### config.mk
export PLATFORM = sky130hd
export DESIGN_NAME = cfgbank_top
export DESIGN_NICKNAME = d
export VERILOG_FILES = /design/src/rtl/cfgbank_pkg.sv /design/src/rtl/cfgbank_loader.sv /design/src/rtl/cfgbank_reg.sv /design/src/rtl/cfgbank_top.sv
export SDC_FILE = /design/constraint.sdc
export NUM_CORES = 1
export LEC_CHECK = 0
export BUFFER_PORTS_ARGS = -buffer_cell sky130_fd_sc_hd__buf_2
export CAP_MARGIN = 40
export CORE_MARGIN = 4
export CORE_UTILIZATION = 50
export DETAILED_ROUTE_END_ITERATION = 7
export GPL_ROUTABILITY_DRIVEN = 0
export GPL_TIMING_DRIVEN = 1
export MAX_ROUTING_LAYER = met4
export PLACE_DENSITY_LB_ADDON = 0.05
export SLEW_MARGIN = 20
export SYNTH_ARGS = -nofsm -noshare
export SYNTH_HDL_FRONTEND = slang
export SYNTH_SLANG_ARGS = --single-unit
export TNS_END_PERCENT = 50
### constraint.sdc
create_clock -name clk -period 4.1 [get_ports clk]
set_clock_uncertainty 0.1 [all_clocks]
set_input_delay 0.82 -clock clk [delete_from_list [all_inputs] [get_ports clk]]
set_output_delay 0.82 -clock clk [all_outputs]
set_load 0.03 [all_outputs]
### src/rtl/cfgbank_pkg.sv
package cfgbank_pkg;
  localparam int unsigned WORD_W   = 24;
  localparam int unsigned REG_W    = 8;
  localparam int unsigned NUM_REGS = 5;
  localparam int unsigned IDX_W    = 3;
  localparam int unsigned FLAT_W   = NUM_REGS * REG_W;

  typedef enum logic [2:0] {
    LD_REQ1,
    LD_WAIT1,
    LD_REQ2,
    LD_WAIT2,
    LD_DONE
  } ld_state_e;

  // Top-of-memory address of the first (second=0) or second word.
  function automatic logic [WORD_W-1:0] word_addr(input int unsigned size, input logic second);
    logic [WORD_W-1:0] base;
    case (size)
      0:       base = 24'h00ABFE;
      1:       base = 24'h00FFFE;
      default: base = 24'h0157FE;
    endcase
    return second ? (base - 24'd2) : base;
  endfunction
endpackage

### src/rtl/cfgbank_loader.sv
module cfgbank_loader
  import cfgbank_pkg::*;
#(
  parameter int unsigned MEM_SIZE = 2,
  parameter int unsigned RD_LAT   = 2
) (
  input  logic              clk,
  input  logic              por_n,
  output logic              fl_req,
  output logic [WORD_W-1:0] fl_addr,
  input  logic [WORD_W-1:0] fl_rdata,
  output logic              ld_we,
  output logic              ld_second,
  output logic [WORD_W-1:0] ld_word,
  output logic              done
);
  localparam int unsigned CNT_W = $clog2(RD_LAT + 1);
  localparam logic [WORD_W-1:0] ADDR_1 = word_addr(MEM_SIZE, 1'b0);
  localparam logic [WORD_W-1:0] ADDR_2 = word_addr(MEM_SIZE, 1'b1);

  ld_state_e        st_q;
  logic [CNT_W-1:0] cnt_q;
  logic             lat_hit;
  logic             waiting;

  assign lat_hit = (cnt_q == CNT_W'(RD_LAT));
  assign waiting = (st_q == LD_WAIT1) || (st_q == LD_WAIT2);

  always_ff @(posedge clk or negedge por_n) begin
    if (!por_n) begin
      st_q  <= LD_REQ1;
      cnt_q <= '0;
    end else begin
      case (st_q)
        LD_REQ1: begin
          st_q  <= LD_WAIT1;
          cnt_q <= '0;
        end
        LD_WAIT1: begin
          if (lat_hit) st_q <= LD_REQ2;
          else         cnt_q <= cnt_q + CNT_W'(1);
        end
        LD_REQ2: begin
          st_q  <= LD_WAIT2;
          cnt_q <= '0;
        end
        LD_WAIT2: begin
          if (lat_hit) st_q <= LD_DONE;
          else         cnt_q <= cnt_q + CNT_W'(1);
        end
        default: st_q <= LD_DONE;
      endcase
    end
  end

  assign fl_req    = (st_q == LD_REQ1) || (st_q == LD_REQ2);
  assign fl_addr   = ((st_q == LD_REQ1) || (st_q == LD_WAIT1)) ? ADDR_1 : ADDR_2;
  assign ld_we     = waiting && lat_hit;
  assign ld_second = (st_q == LD_WAIT2);
  assign ld_word   = fl_rdata;
  assign done      = (st_q == LD_DONE);
endmodule

### src/rtl/cfgbank_reg.sv
module cfgbank_reg #(
  parameter int unsigned W = 8
) (
  input  logic         clk,
  input  logic         por_n,
  input  logic         we,
  input  logic [W-1:0] wdata,
  input  logic [W-1:0] wmask,
  output logic [W-1:0] value,
  output logic [W-1:0] lock
);
  logic [W-1:0] open_bits;

  assign open_bits = we ? (wmask & ~lock) : '0;

  always_ff @(posedge clk or negedge por_n) begin
    if (!por_n) begin
      value <= '1;
      lock  <= '0;
    end else begin
      value <= (value & ~open_bits) | (wdata & open_bits);
      lock  <= lock | open_bits;
    end
  end
endmodule

### src/rtl/cfgbank_top.sv
module cfgbank_top
  import cfgbank_pkg::*;
#(
  parameter int unsigned MEM_SIZE = 2,
  parameter int unsigned RD_LAT   = 2
) (
  input  logic              clk,
  input  logic              por_n,
  input  logic              warm_rst_n,
  output logic              config_ready,
  output logic              sys_rst_n,
  output logic              fl_req,
  output logic [WORD_W-1:0] fl_addr,
  input  logic [WORD_W-1:0] fl_rdata,
  input  logic              wr_valid,
  output logic              wr_ready,
  input  logic [IDX_W-1:0]  wr_reg,
  input  logic [REG_W-1:0]  wr_data,
  input  logic [REG_W-1:0]  wr_mask,
  input  logic [IDX_W-1:0]  rd_reg,
  output logic [REG_W-1:0]  rd_data
);
  logic              ld_we;
  logic              ld_second;
  logic [WORD_W-1:0] ld_word;
  logic              ld_done;
  logic              wr_fire;
  logic [FLAT_W-1:0] val_all;
  logic [FLAT_W-1:0] lock_all;

  cfgbank_loader #(.MEM_SIZE(MEM_SIZE), .RD_LAT(RD_LAT)) u_loader (
    .clk      (clk),
    .por_n    (por_n),
    .fl_req   (fl_req),
    .fl_addr  (fl_addr),
    .fl_rdata (fl_rdata),
    .ld_we    (ld_we),
    .ld_second(ld_second),
    .ld_word  (ld_word),
    .done     (ld_done)
  );

  assign config_ready = ld_done;
  assign wr_ready     = ld_done && warm_rst_n;
  assign sys_rst_n    = ld_done && warm_rst_n;
  assign wr_fire      = wr_valid && wr_ready;

  for (genvar g = 0; g < NUM_REGS; g++) begin : g_reg
    localparam logic        FROM_W2  = (g == 2) || (g == 3);
    localparam int unsigned BYTE_SEL = (g == 4) ? 2 : (g % 2);

    logic [REG_W-1:0] ld_byte;
    logic             ld_hit;
    logic             port_hit;
    logic             we;
    logic [REG_W-1:0] wdata;
    logic [REG_W-1:0] wmask;

    assign ld_byte  = ld_word[BYTE_SEL*REG_W +: REG_W];
    assign ld_hit   = ld_we && (ld_second == FROM_W2);
    assign port_hit = wr_fire && (wr_reg == IDX_W'(g));
    assign we       = ld_hit || port_hit;
    // the loader programs the zero bits of the flash byte
    assign wdata    = ld_hit ? ld_byte  : wr_data;
    assign wmask    = ld_hit ? ~ld_byte : wr_mask;

    cfgbank_reg #(.W(REG_W)) u_reg (
      .clk  (clk),
      .por_n(por_n),
      .we   (we),
      .wdata(wdata),
      .wmask(wmask),
      .value(val_all[g*REG_W +: REG_W]),
      .lock (lock_all[g*REG_W +: REG_W])
    );
  end

  always_comb begin
    rd_data = '1;
    for (int i = 0; i < NUM_REGS; i++) begin
      if (rd_reg == IDX_W'(i)) rd_data = val_all[i*REG_W +: REG_W];
    end
  end
endmodule

==> results.sh, run 1 <==
export IMPL_cts_tree="yes"
export IMPL_grt_pass1_wl_um=20200
export IMPL_synth_edff_count=0
export IMPL_powerDensity_mw_per_mm2=355
export IMPL_cts_path_max_buffers=2
export IMPL_ctsRootBufferMaster="sky130_fd_sc_hd__clkbuf_8"
export IMPL_worst_slew_pin_transition_ns=0.827
export IMPL_yosys_top_cells_count="sky130_fd_sc_hd__nand2_1, sky130_fd_sc_hd__nor2_1, sky130_fd_sc_hd__dfrtp_1"
export IMPL_insertion_delay_ns=0.35
export IMPL_detail_route_vias_per_cell=5.65
export IMPL_cp_arrival_ns=2.10
export IMPL_p_leak_nw=2.41
export IMPL_ys_top_cells_by_area="sky130_fd_sc_hd__dfrtp_1, sky130_fd_sc_hd__dfstp_2, sky130_fd_sc_hd__nand2_1"
export IMPL_detailedRoute_firstPassIterationCount=4
export IMPL_max_fanout_on_critical_path=9
export IMPL_drt_first_iter_violations=178
export IMPL_hpwlAfterDp_um=8390
export IMPL_count_of_unresolved_drc_violations_after_routing=0
export IMPL_pin_count=86
export IMPL_synth_top_area_cell="sky130_fd_sc_hd__dfrtp_1"
export IMPL_final_net_count=596
export IMPL_post_layout_nonfiller_instances=679
export IMPL_cts_post_setup_buffers_inserted=0
export IMPL_area_delta_synth_final_pct=9.40
export IMPL_grt_setup_unrepaired="false"
export IMPL_path_common_cell="sky130_fd_sc_hd__buf_2"
export IMPL_critical_path_launch_point_type="primary input"
export IMPL_reg2reg_from="u_loader.cnt_q[0]"
export IMPL_drive_above_1_share_pct=26.9
export IMPL_num_antenna_cells=0
export IMPL_placeableCoreArea_mm2=0.00933
export IMPL_floorplan_initialDensity_pct=51.7
export IMPL_setup_viol_count_final=0
export IMPL_detail_route_wl_per_cell_um=18.0
export IMPL_cts_htree_levels=3
export IMPL_worstRegToRegCells=7
export IMPL_max_slew_margin_pct=44.9
export IMPL_critPathRequiredTime_ns=3.18
export IMPL_clock_sinks=85
export IMPL_max_vdd_ir_drop_mv=0.158
export IMPL_fp_dieH_um=106
export IMPL_antenna_violating_nets_post_route=0
export IMPL_post_route_cell_area_mm2=0.00527
export IMPL_period_needed_ns=3.02
export IMPL_multiInputGateArea_mm2=0.00218
export IMPL_cts_made_buffers=9
export IMPL_result_of_the_run="finished, final reports clean"
export IMPL_timing_final_crit_share_pct=73.7
export IMPL_cp_slowest_cell="sky130_fd_sc_hd__mux4_2"
export IMPL_post_synthesis_sequential_area_ratio_pct=45.2
export IMPL_final_global_route_overflow_total=0
export IMPL_gr_usage_all_layers_pct=23.3
export IMPL_io_buffer_count=62
export IMPL_synth_cells=500
export IMPL_place_area_mm2=0.00505
export IMPL_average_cell_area_after_synthesis_um2=9.64
export IMPL_synthesis_yosys_warnings=0
export IMPL_placementRows=35
export IMPL_post_synth_num_cell_types=48
export IMPL_netlist_area_leader_share_pct=23.4
export IMPL_max_freq_mhz=331
export IMPL_drv_slew=0
export IMPL_synthMostInstantiatedCell="sky130_fd_sc_hd__nand2_1"
export IMPL_final_hold_violation_count=0
export IMPL_grt_start_max_net_pins=43
export IMPL_detailroute_via_count=3834
export IMPL_most_instantiated_flip_flop_cell_in_the_synthesis_netlist="sky130_fd_sc_hd__dfrtp_1"
export IMPL_grt_pass1_vias=3822
export IMPL_crit_path_max_incr_delay_ns=0.55
export IMPL_postCtsHoldBufs=0
export IMPL_setup_reg_to_reg_worst_slack_ns=1.56
export IMPL_synthesis_area_mm2=0.00482
export IMPL_worst_setup_path_end_kind="output pin"
export IMPL_critical_path_class="in2out"
export IMPL_finalSetupTns_ns=0
export IMPL_die_area_mm2=0.0113
export IMPL_nFillCells=864
export IMPL_die_width_um=106
export IMPL_timing_max_cap_violations=0
export IMPL_post_cts_resized_instances=0
export IMPL_cts_clk_slew_worst_paths_ns=0.09
export IMPL_async_s_r_ff_share_synth_pct=100
export IMPL_sequential_cell_area_mm2=0.00218
export IMPL_drt_wl_total_um=12200
export IMPL_crit_path_cell_trace="buf_2 > mux4_2 > o22a_1 > buf_2"
export IMPL_place_inst=663
export IMPL_antenna_found_initial=0
export IMPL_synth_seq_cells=85
export IMPL_hold_class="in2async"
==> worst max-delay path, delay by kind of cell <==
kind                   cells  cell delay (ns)
buffers and inverters      2             0.51
AOI/OAI and AO/OA          1             0.22
muxes                      1             0.55
==> power breakdown <==
part	leakage [nW]	total [W]	internal, W	switching (W)
Clock	0.110	0.000672	0.000347	0.000325
Sequential	0.884	0.000947	0.000910	0.0000369
Combinational	1.41	0.000255	0.0000908	0.000165
==> area by class of cell <==
cell class              instances  share of cell area [%]
multi-input cells             340                    41.3
well taps                     129                    3.06
inverters                      40                    2.85
flip-flops and latches         85                    41.3
clock inverters                 7                    1.87
repair buffers                 69                    7.31
clock buffers                   9                    2.35
==> layout by cell type, fill, tap and decap left out, types with 2 or more instances in the layout <==
cell type	netlist	routed
sky130_fd_sc_hd__o311ai_0	8	8
sky130_fd_sc_hd__a221o_1	7	7
sky130_fd_sc_hd__conb_1	2	23
sky130_fd_sc_hd__or3_1	8	8
sky130_fd_sc_hd__buf_2	10	61
sky130_fd_sc_hd__nor2_1	54	54
sky130_fd_sc_hd__a211o_1	8	8
sky130_fd_sc_hd__dfrtp_1	45	45
sky130_fd_sc_hd__o22a_1	8	8
sky130_fd_sc_hd__buf_4	27	7
sky130_fd_sc_hd__clkbuf_8	0	9
sky130_fd_sc_hd__o31ai_1	17	17
sky130_fd_sc_hd__clkinv_4	0	2
sky130_fd_sc_hd__a21oi_1	16	16
sky130_fd_sc_hd__nor4b_1	8	8
sky130_fd_sc_hd__o21ai_0	8	8
sky130_fd_sc_hd__and4_2	7	7
sky130_fd_sc_hd__a31oi_1	16	16
sky130_fd_sc_hd__mux4_2	8	8
sky130_fd_sc_hd__dfstp_2	40	40
sky130_fd_sc_hd__a41o_1	16	16
sky130_fd_sc_hd__a21boi_0	7	7
sky130_fd_sc_hd__a22o_1	2	2
sky130_fd_sc_hd__and3b_1	9	9
sky130_fd_sc_hd__nand2_1	81	81
sky130_fd_sc_hd__inv_1	40	40
sky130_fd_sc_hd__and2_1	2	2
sky130_fd_sc_hd__and4b_1	2	2
sky130_fd_sc_hd__nand4_1	9	9
sky130_fd_sc_hd__bufinv_16	0	2
==> layer usage <==
layer	global-route usage, %	vias up	routed length (µm)
li1	-	1836	-
met1	31.9	1866	5650
met2	36.7	121	5780
met3	4.13	11	660
met4	5.00	0	119
met5	-	-	0
==> worst max-delay path by stage <==
stage               from         end  slack [ns]  cells after the start
6_report       rd_reg[0]  rd_data[6]        1.08                      4
5_1_grt        rd_reg[0]  rd_data[6]        1.00                      4
4_1_cts        rd_reg[0]  rd_data[1]        1.06                      4
3_5_place_dp   rd_reg[0]  rd_data[1]        1.07                      4
3_3_place_gp   rd_reg[0]  rd_data[6]        1.08                      4
2_1_floorplan  rd_reg[0]  rd_data[6]        1.29                      3
==> through the flow <==
| stage | hold slack, ns | setup WS (ns) | util, % | power, W |
|---|---|---|---|---|
| global placement | 0.362 | 1.08 | 53.8 | 0.00120 |
| detailed placement | 0.371 | 1.07 | 54.1 | 0.00122 |
| global route | 0.377 | 1.00 | 56.5 | 0.00196 |
| CTS | 0.354 | 1.06 | 56.5 | 0.00189 |
| floorplan | 0.348 | 1.29 | - | 0.00114 |
| finish | 0.344 | 1.08 | 56.5 | 0.00187 |
==> cell families (layout without fill, tap and decap cells) <==
logic type / Yosys count / in the layout / share of synthesized area (%)
DFF: 85 / 85 / 45.2
and+or+nand+nor: 190 / 190 / 20.4
other: 2 / 23 / 0.156
muxes: 9 / 9 / 4.05
buffers and inverters: 96 / 125 / 11.4
adders and majority gates: 1 / 1 / 0.260
AOI/OAI and AO/OA: 116 / 116 / 18.4
xor gates and xnor gates: 1 / 1 / 0.182
No activity file was read; power rests on OpenSTA's default activity.
==> run 2, diff against run 1 <==
==> constraint.sdc (replaced) <==
create_clock -name clk -period 3.09 [get_ports clk]
set_clock_uncertainty 0.1 [all_clocks]
set_input_delay 0.618 -clock clk [delete_from_list [all_inputs] [get_ports clk]]
set_output_delay 0.618 -clock clk [all_outputs]
set_load 0.03 [all_outputs]
==> run 2 against run 1 <==
Clock-buffer cell count increased by 1; critical path type unchanged; largest cell class unchanged; critical endpoint is now rd_data[7]; total power increased by 32%; die area unchanged.
==> results.sh, run 2 (same netlist as run 1, synthesis figures left out) <==
export IMPL_placementRows=35
export IMPL_cts_path_max_buffers=2
export IMPL_drt_wl_total_um=12100
export IMPL_drt_first_iter_violations=157
export IMPL_hpwlAfterDp_um=8340
export IMPL_p_leak_nw=2.42
export IMPL_routedLengthMet1_um=5540
export IMPL_die_width_um=106
export IMPL_drive_above_1_share_pct=27.4
export IMPL_critical_path_class="in2out"
export IMPL_detailedRoute_firstPassIterationCount=4
export IMPL_grt_pass1_wl_um=19600
export IMPL_final_global_route_overflow_total=0
export IMPL_wl_met3_um=628
export IMPL_timing_final_crit_share_pct=84.3
export IMPL_post_layout_nonfiller_instances=683
export IMPL_cp_arrival_ns=1.89
export IMPL_insertion_delay_ns=0.35
export IMPL_total_switching_power_w=0.000669
export IMPL_swShare_pct=27.1
export IMPL_detail_route_wl_per_cell_um=17.7
export IMPL_critical_path_launch_point_type="primary input"
export IMPL_pin_count=86
export IMPL_result_of_the_run="finished, final reports clean"
export IMPL_die_area_mm2=0.0113
export IMPL_io_buffer_count=62
export IMPL_placeableCoreArea_mm2=0.00933
export IMPL_critPathRequiredTime_ns=2.37
export IMPL_clock_sinks=85
export IMPL_worst_slew_pin_transition_ns=0.550
export IMPL_drv_slew=0
export IMPL_period_needed_ns=2.60
export IMPL_finalSetupTns_ns=0
export IMPL_cts_made_buffers=9
export IMPL_powerDensity_mw_per_mm2=467
export IMPL_mostFrequentLayoutCells="sky130_fd_sc_hd__nand2_1, sky130_fd_sc_hd__buf_2, sky130_fd_sc_hd__nor2_1"
export IMPL_gr_usage_all_layers_pct=22.8
export IMPL_worst_setup_path_end_kind="output pin"
export IMPL_antenna_found_initial=0
export IMPL_postCtsHoldBufs=0
export IMPL_grt_setup_unrepaired="false"
export IMPL_p_int_w=0.00180
export IMPL_floorplan_initialDensity_pct=51.7
export IMPL_post_cts_resized_instances=0
export IMPL_place_area_mm2=0.00507
export IMPL_cts_post_setup_buffers_inserted=0
export IMPL_power_combinational_fraction_pct=13.8
export IMPL_metal2_wl_um=5690
export IMPL_max_vdd_ir_drop_mv=0.282
export IMPL_max_slew_margin_pct=63.4
export IMPL_seq_power_share_pct=50.8
export IMPL_setup_reg_to_reg_worst_slack_ns=0.83
export IMPL_cts_tree="yes"
export IMPL_area_delta_synth_final_pct=9.89
export IMPL_detailroute_via_count=3899
export IMPL_top_layer="met4"
export IMPL_num_antenna_cells=0
export IMPL_cts_clk_slew_worst_paths_ns=0.09
export IMPL_grt_pass1_vias=3842
export IMPL_setup_viol_count_final=0
export IMPL_fp_dieH_um=106
export IMPL_count_of_unresolved_drc_violations_after_routing=0
export IMPL_layout_cells_most_common="sky130_fd_sc_hd__nand2_1"
export IMPL_post_route_cell_area_mm2=0.00530
export IMPL_ctsRootBufferMaster="sky130_fd_sc_hd__clkbuf_8"
export IMPL_final_net_count=600
export IMPL_final_hold_worst_slack_ns=0.120
export IMPL_place_inst=667
export IMPL_max_freq_mhz=384
export IMPL_hold_class="in2async"
export IMPL_final_hold_violation_count=0
export IMPL_detail_route_vias_per_cell=5.71
export IMPL_timing_max_cap_violations=0
export IMPL_cts_htree_levels=3
export IMPL_max_fanout_on_critical_path=9
export IMPL_grt_start_max_net_pins=37
export IMPL_antenna_violating_nets_post_route=0
export IMPL_power_share_clock_pct=35.5
[run 2: cell types whose count changed in the layout (fill, tap and decap cells not counted), sizes merged]
cell,before,now
buf,69,73
clkbuf,9,10
inv,41,40
[run 2: final timing paths]
check                                        from                endpoint  depth (start not counted)
max                                     rd_reg[0]              rd_data[7]                          4
min                                         por_n  g_reg[0].u_reg.lock[2]                          1
max reg2reg                     u_loader.cnt_q[0]               flip-flop                          6
min reg2reg                g_reg[2].u_reg.lock[3]  g_reg[2].u_reg.lock[3]                          2
max in group asynchronous                   por_n               async pin                          2
min in group clk           g_reg[2].u_reg.lock[3]  g_reg[2].u_reg.lock[3]                          2
[run 2: per-layer routing]
metal,up-vias,track usage [%]
met3,16,5.89
met1,1929,30.2
li1,1842,-
met5,-,-
met4,0,6.48
met2,112,34.9
[run 2: critical path, cell delays in order]
cell and delay (ns):
sky130_fd_sc_hd__buf_2 0.32, sky130_fd_sc_hd__mux4_2 0.55, sky130_fd_sc_hd__o22a_1 0.20, sky130_fd_sc_hd__buf_2 0.18
[run 2: through the flow]
step	setup WS [ns]	power (W)	util, %
final	0.485	0.00247	56.8
after global routing	0.418	0.00259	56.8
after CTS	0.471	0.00250	56.8
after detailed placement	0.475	0.00162	54.4
after global placement	0.471	0.00160	54.4
after floorplan	0.687	0.00151	-
[run 2: power groups by stage]
stage | logic [W] | clock network, W | registers, W
2_1_floorplan | 0.000253 | 0 | 0.00126
3_3_place_gp | 0.000331 | 0 | 0.00127
3_5_place_dp | 0.000341 | 0 | 0.00127
4_1_cts | 0.000342 | 0.000904 | 0.00126
5_1_grt | 0.000378 | 0.000949 | 0.00127
6_report | 0.000341 | 0.000878 | 0.00126
[run 2: final cells by class]
class / instances / area [µm²]
Inverter: 40 / 150
Timing Repair Buffer: 73 / 408
Clock inverter: 6 / 86.3
Tap cell: 129 / 161
Multi-Input combinational cell: 340 / 2180
Fill cell: 874 / 4030
Clock buffer: 10 / 138
Sequential cell: 85 / 2180
==> run 3, diff against run 2 <==
==> constraint.sdc (replaced) <==
create_clock -name clk -period 2.6 [get_ports clk]
set_clock_uncertainty 0.1 [all_clocks]
set_input_delay 0.52 -clock clk [delete_from_list [all_inputs] [get_ports clk]]
set_output_delay 0.52 -clock clk [all_outputs]
set_load 0.03 [all_outputs]
==> run 3 against run 2 <==
Sequential share of layout area shrank 0.15 points; non-clock buffer count grew 6; critical path type unchanged; final area grew 0.38%; global-route usage grew 0.20 points; critical endpoint is now rd_data[0]; sequential power grew 18%; hold slack gained 0.21 ns; clock-buffer cell count grew 1; largest power group unchanged; first-iteration DRC count grew 33%; total power grew 14%; wire length grew 0.70%; clock power grew 3.8%; via count grew 1.1%.
==> results.sh, run 3 (same netlist as run 1, synthesis figures left out) <==
export IMPL_result_of_the_run="finished, final reports clean"
export IMPL_critical_path_launch_point_type="primary input"
export IMPL_endpoint="rd_data[0]"
export IMPL_detailedRoute_firstPassIterationCount=5
export IMPL_placementRows=35
export IMPL_mostFrequentLayoutCells="sky130_fd_sc_hd__nand2_1, sky130_fd_sc_hd__buf_2, sky130_fd_sc_hd__nor2_1"
export IMPL_final_hold_violation_count=0
export IMPL_sequential_cell_area_mm2=0.00218
export IMPL_drt_wl_total_um=12200
export IMPL_max_vdd_ir_drop_mv=0.309
export IMPL_nFillCells=835
export IMPL_powerDensity_mw_per_mm2=529
export IMPL_detail_route_wl_per_cell_um=17.7
export IMPL_drv_slew=0
export IMPL_critical_path_class="in2out"
export IMPL_detailroute_via_count=3943
export IMPL_placeableCoreArea_mm2=0.00933
export IMPL_hold_class="in2reg"
export IMPL_max_slew_margin_pct=64.8
export IMPL_worst_slew_pin_transition_ns=0.529
export IMPL_count_of_unresolved_drc_violations_after_routing=0
export IMPL_cp_arrival_ns=1.82
export IMPL_area_delta_synth_final_pct=10.3
export IMPL_grt_setup_unrepaired="false"
export IMPL_reg2reg_from="u_loader.cnt_q[0]"
export IMPL_worst_setup_path_end_kind="output pin"
export IMPL_pin_count=86
export IMPL_io_buffer_count=62
export IMPL_antenna_violating_nets_post_route=0
export IMPL_cts_htree_levels=3
export IMPL_worstRegToRegCells=7
export IMPL_final_net_count=606
export IMPL_setup_reg_to_reg_worst_slack_ns=0.48
export IMPL_die_width_um=106
export IMPL_clock_sinks=85
export IMPL_insertion_delay_ns=0.35
export IMPL_timing_final_crit_share_pct=93.8
export IMPL_final_global_route_overflow_total=0
export IMPL_max_fanout_on_critical_path=9
export IMPL_finalSetupTns_ns=0
export IMPL_cts_post_setup_buffers_inserted=0
export IMPL_cts_path_max_buffers=2
export IMPL_timing_max_cap_violations=0
export IMPL_cts_made_buffers=9
export IMPL_grt_pass1_wl_um=19700
export IMPL_hpwlAfterDp_um=8370
export IMPL_period_needed_ns=2.44
export IMPL_multiInputGateArea_mm2=0.00218
export IMPL_die_area_mm2=0.0113
export IMPL_ctsRootBufferMaster="sky130_fd_sc_hd__clkbuf_8"
export IMPL_postCtsHoldBufs=1
export IMPL_p_leak_nw=2.43
export IMPL_setup_viol_count_final=0
export IMPL_cts_clk_slew_worst_paths_ns=0.09
export IMPL_floorplan_initialDensity_pct=51.7
export IMPL_num_antenna_cells=0
export IMPL_drt_first_iter_violations=209
export IMPL_worst_setup_path_startpoint="rd_reg[0]"
export IMPL_critPathRequiredTime_ns=1.98
export IMPL_grt_start_max_net_pins=63
export IMPL_gr_usage_all_layers_pct=23.0
export IMPL_detail_route_vias_per_cell=5.72
export IMPL_grt_pass1_vias=3758
export IMPL_drive_above_1_share_pct=27.7
export IMPL_layout_cells_most_common="sky130_fd_sc_hd__nand2_1"
export IMPL_antenna_found_initial=0
export IMPL_cts_tree="yes"
export IMPL_fp_dieH_um=106
export IMPL_post_layout_total_power_w=0.00281
export IMPL_post_cts_resized_instances=0
export IMPL_max_freq_mhz=410
run 3: cell count changes in the layout (fill, tap and decap cells not counted), sizes merged:
cell	delta
buf	+5
bufinv	-1
clkbuf	+1
dlygate4sd3	+1
run 3: through the flow:
| step | setup WS (ns) | utilization (%) | hold WS, ns | cell area (µm²) | std cells |
|---|---|---|---|---|---|
| finish | 0.161 | 57.0 | 0.327 | 5320 | 689 |
| floorplan | 0.348 | - | 0.124 | 4900 | 521 |
| CTS | 0.142 | 57.0 | 0.306 | 5320 | 689 |
| global route | 0.0948 | 57.0 | 0.321 | 5320 | 689 |
| global placement | 0.159 | 54.9 | 0.349 | 5120 | 672 |
| detailed placement | 0.151 | 54.9 | 0.348 | 5120 | 672 |
run 3: worst min path at each step:
stage,from,end,slack (ns),cells past startpoint
2_1_floorplan,por_n,g_reg[0].u_reg.lock[0],0.12,0
3_3_place_gp,por_n,g_reg[4].u_reg.lock[2],0.35,1
3_5_place_dp,por_n,g_reg[4].u_reg.lock[2],0.35,1
4_1_cts,wr_data[2],flip-flop,0.31,3
5_1_grt,wr_data[5],flip-flop,0.32,3
6_report,wr_data[4],flip-flop,0.33,3
run 3: layer usage:
| metal | track usage, % | routed length [µm] | part of all wire, % | vias up |
|---|---|---|---|---|
| li1 | - | - | - | 1852 |
| met1 | 31.1 | 5430 | 45 | 1942 |
| met2 | 36.5 | 5840 | 48 | 140 |
| met3 | 3.16 | 784 | 6.4 | 9 |
| met4 | 6.75 | 113 | 0.93 | 0 |
| met5 | - | 0 | 0 | - |
run 3: critical path, cell delays in order:
cell                     delay [ns]
sky130_fd_sc_hd__buf_2         0.34
sky130_fd_sc_hd__mux4_2        0.57
sky130_fd_sc_hd__o22a_1        0.20
sky130_fd_sc_hd__buf_2         0.18
run 3: layout make-up:
cell class | count | area share (%)
clock buffer | 11 | 2.47
tap | 129 | 3.04
timing repair buffer | 79 | 8.80
inverter | 40 | 2.82
clock inverter | 5 | 0.988
multi-input combinational | 340 | 40.9
sequential | 85 | 41.0
run 3: where the power goes:
group	total (W)	switching [W]	leakage (nW)	internal, W
Clock	0.000911	0.000470	0.0931	0.000441
Sequential	0.00149	0.0000579	0.884	0.00143
Combinational	0.000407	0.000261	1.46	0.000146
Total	0.00281	0.000789	2.43	0.00202
